==> src/rtl/lzc_pkg.sv <==
package lzc_pkg;

  // Bit offset, inside the flat level bus, of the counts for tree level lvl.
  // Level j (j >= 1) holds n >> j counts, each j+1 bits wide.
  function automatic int lvl_base(input int n, input int lvl);
    int acc;
    acc = 0;
    for (int i = 1; i < lvl; i++) begin
      acc += (n >> i) * (i + 1);
    end
    return acc;
  endfunction

endpackage

==> src/rtl/lzc_leaf2.sv <==
// Leaf cell: leading-zero count of a two-bit slice (0, 1 or 2).
module lzc_leaf2 (
  input  logic       hi_i,
  input  logic       lo_i,
  output logic [1:0] cnt_o
);

  always_comb begin
    cnt_o[1] = ~hi_i & ~lo_i;
    cnt_o[0] = ~hi_i &  lo_i;
  end

endmodule

==> src/rtl/lzc_merge.sv <==
// Joins the counts of two neighbouring slices of 2^(W-1) bits each.
// The top bit of the upper count flags an all-zero upper slice.
module lzc_merge #(
  parameter int W = 2
) (
  input  logic [W-1:0] upper_cnt_i,
  input  logic [W-1:0] lower_cnt_i,
  output logic [W:0]   cnt_o
);

  logic         upper_empty;
  logic [W:0]   lower_plus_half;

  always_comb begin
    upper_empty = upper_cnt_i[W-1];
    // Adding 2^(W-1): only the top two positions change, no carry chain.
    lower_plus_half = {lower_cnt_i[W-1], ~lower_cnt_i[W-1], lower_cnt_i[W-2:0]};
    if (upper_empty) begin
      cnt_o = lower_plus_half;
    end else begin
      cnt_o = {1'b0, upper_cnt_i};
    end
  end

endmodule

==> src/rtl/lzc_top.sv <==
module lzc_top #(
  parameter  int K = 5,
  localparam int N = 1 << K
) (
  input  logic [N-1:0] word_i,
  output logic [K:0]   lz_o
);

  localparam int TOTAL_W = lzc_pkg::lvl_base(N, K + 1);
  localparam int TOP_OFS = lzc_pkg::lvl_base(N, K);

  // All tree levels packed one after another; level j starts at lvl_base(N, j).
  logic [TOTAL_W-1:0] lvl_bus;

  // Level 1: leaf cells on bit pairs, group 0 at the most significant end.
  for (genvar g = 0; g < N / 2; g++) begin : g_leaf
    lzc_leaf2 u_leaf (
      .hi_i  (word_i[N-1-2*g]),
      .lo_i  (word_i[N-2-2*g]),
      .cnt_o (lvl_bus[2*g +: 2])
    );
  end

  // Levels 2..K: each joins two neighbours of the level below.
  for (genvar j = 2; j <= K; j++) begin : g_lvl
    localparam int PREV_OFS = lzc_pkg::lvl_base(N, j - 1);
    localparam int CUR_OFS  = lzc_pkg::lvl_base(N, j);
    for (genvar g = 0; g < (N >> j); g++) begin : g_node
      lzc_merge #(.W(j)) u_merge (
        .upper_cnt_i (lvl_bus[PREV_OFS + (2*g)*j +: j]),
        .lower_cnt_i (lvl_bus[PREV_OFS + (2*g+1)*j +: j]),
        .cnt_o       (lvl_bus[CUR_OFS + g*(j+1) +: j+1])
      );
    end
  end

  assign lz_o = lvl_bus[TOP_OFS +: K+1];

endmodule

==> config.mk <==
export PLATFORM = sky130hd
export DESIGN_NAME = lzc_top
export DESIGN_NICKNAME = d
export VERILOG_FILES = /design/src/rtl/lzc_pkg.sv /design/src/rtl/lzc_leaf2.sv /design/src/rtl/lzc_merge.sv /design/src/rtl/lzc_top.sv
export SDC_FILE = /design/constraint.sdc
export NUM_CORES = 1
export LEC_CHECK = 0
export CAP_MARGIN = 20
export CORE_AREA = 2 2 39 41
export DETAILED_ROUTE_END_ITERATION = 16
export DIE_AREA = 0 0 41 43
export DONT_BUFFER_PORTS = 1
export GPL_ROUTABILITY_DRIVEN = 0
export SYNTH_ARGS = -nofsm -noshare
export SYNTH_HDL_FRONTEND = slang
export SYNTH_SLANG_ARGS = --single-unit
==> constraint.sdc <==
create_clock -name vclk -period 2.3
set_clock_uncertainty 0.2 [all_clocks]
set_input_delay 0.115 -clock vclk [all_inputs]
set_output_delay 0.115 -clock vclk [all_outputs]
set_load 0.005 [all_outputs]
==> impl_metrics.json <==
{
  "status": "finished clean",
  "first_iter_violations": 2,
  "grt_pass1_vias": 454,
  "rsz0062_at_grt": "false",
  "tightestPinTransition_ns": 0.568,
  "final_nets": 95,
  "tns_ns": 0,
  "powerDensity_nw_per_um2": 74.6,
  "area_growth_pct": 5.67,
  "clock_buffers": 0,
  "drive_above_1_share_pct": 4.92,
  "dieArea_sq_um": 1760,
  "regArea_sq_um": 0,
  "fin_hold_ws_ns": 0.141,
  "cts_setup_buffers": 0,
  "synth.distinct_cells": 23,
  "die_w_microns": 41,
  "dp_hpwl_mm": 1.00,
  "drv_slew": 0,
  "relSlewSlack_pct": 61.8,
  "antenna_found_initial": 0,
  "finalCritPeriodShare_pct": 72.8,
  "hold_viol": 0,
  "yosys.area_share.adder_pct": 0,
  "grt_pass1_wl_mm": 1.59,
  "syn_nets": 93,
  "synth_area_sq_um": 353,
  "grt_max_degree": 5,
  "fin_ws_ns": 0.625,
  "power.switching_uw": 13.3,
  "synth_cells": 61,
  "finalSetupViolations": 0,
  "cp-end-kind": "primary output",
  "avgSynthCellArea_sq_um": 5.78,
  "grtUsageTotal_pct": 12.0,
  "pin_count": 38,
  "routed_via_density": 6.23,
  "synth.area.mux_share_pct": 0,
  "ir_drop_mv": 0.0210,
  "multiInputGateArea_sq_um": 334,
  "hold_path.class": "input pin to primary output",
  "p_int_uw": 14.5,
  "synth_xor_area_share_pct": 0,
  "grt_overflow": 0,
  "rows": 14,
  "post_cts_resized": 0,
  "num_vias": 480,
  "combPwrFrac_pct": 100.0,
  "numPortBuffers": 0,
  "synth_top_family_by_area": "simple AND/OR/NAND/NOR gates",
  "drt-total-wl_mm": 1.07,
  "final_area_sq_um": 373,
  "setup.worst_path.class": "input pin to primary output",
  "synthSimpleGateAreaFrac_pct": 50.4,
  "start_util_pct": 25.5,
  "startpoint_type": "input pin",
  "antenna_cells": 0,
  "synth_compound_area_share_pct": 44.3,
  "fillers": 166,
  "pwr-share-clk_pct": 0,
  "drc_errors": 0,
  "timing.fmax_mhz": 597,
  "wire_per_inst_microns": 13.9,
  "dp_slack_ns": 0.619,
  "ant_nets": 0,
  "critPathArrivalTime_ns": 1.36,
  "nFlopsAndLatches": 0,
  "dpl_cell_area_sq_um": 373,
  "netSwitchingFraction_pct": 47.8,
  "pwr-share-seq_pct": 0,
  "yosysWarnings": 0,
  "path_max_fanout": 4,
  "power_uw": 27.8,
  "design.core.area_sq_um": 1380,
  "crit_required_ns": 1.99,
  "cap_viol_max_count": 0,
  "min_period_ns": 1.67,
  "ctsHoldBuffers": 0,
  "die_h_microns": 43,
  "drt_pass1_iterations": 3,
  "p_leak_nw": 0.108,
  "ys_seq_area_share_pct": 0
}
==> synth_stat cells, types with 2 or more instances <==
master | number | area share, %
nor2b_1 | 2 | 3.5
a211oi_1 | 2 | 4.3
nor2_1 | 10 | 11
inv_1 | 5 | 5.3
a21oi_1 | 8 | 11
nor4_1 | 7 | 12
o21bai_1 | 3 | 6.4
nor3_1 | 2 | 2.8
or4_4 | 2 | 6.4
o311ai_1 | 2 | 5.0
o21ai_0 | 3 | 4.3
nand2_1 | 4 | 4.3
==> layer usage <==
layer	vias up	track usage [%]	wire, microns
li1	242	-	-
met1	214	11.1	380
met2	24	25.0	574
met3	0	2.62	117
met4	0	0	0
met5	-	0	0
==> worst max-delay path: stages <==
cell      delay, ns
nor4_1         0.52
nand4_1        0.31
a21oi_1        0.20
a211oi_1       0.09
o31a_1         0.12
==> layout by cell type (no fill, tap or decap), types with 2 or more instances in the layout <==
cell type  synthesis  layout
o21bai_1           3       3
nor3_1             2       2
a21oi_1            8       8
o311ai_1           2       2
nor2_1            10      10
nor4_1             7       7
o21ai_0            3       3
or4_4              2       2
nor2b_1            2       2
nand2_1            4       4
inv_1              5       5
a211oi_1           2       2
==> power groups by stage <==
| stage | logic, mW | registers [mW] | clock network, mW |
|---|---|---|---|
| after global placement | 0.0275 | 0 | 0 |
| after floorplan | 0.0242 | 0 | 0 |
| final | 0.0278 | 0 | 0 |
| after global routing | 0.0321 | 0 | 0 |
| after detailed placement | 0.0280 | 0 | 0 |
| after CTS | 0.0281 | 0 | 0 |
==> stage by stage <==
| stage | std cells | util (%) |
|---|---|---|
| final | 77 | 26.9 |
| after global routing | 77 | 26.9 |
| after CTS | 77 | 26.9 |
| after detailed placement | 77 | 26.9 |
| after global placement | 77 | 26.9 |
| after floorplan | 61 | - |
==> cell type report <==
class                           count  area share [%]
Inverter                            5            5.03
Multi-Input combinational cell     56            89.6
Tap cell                           16            5.37
==> path summary, 6_finish.rpt <==
path  startpoint  endpoint  cells after the start
max   word_i[26]   lz_o[1]                      5
min   word_i[23]   lz_o[0]                      1
==> cells by family (layout without fill, tap and decap cells) <==
| group | Yosys count | in the layout |
|---|---|---|
| buffers and inverters | 5 | 5 |
| and+or+nand+nor | 32 | 32 |
| AOI/OAI and AO/OA | 24 | 24 |
Note: power is estimated with default switching activity, not from simulation.
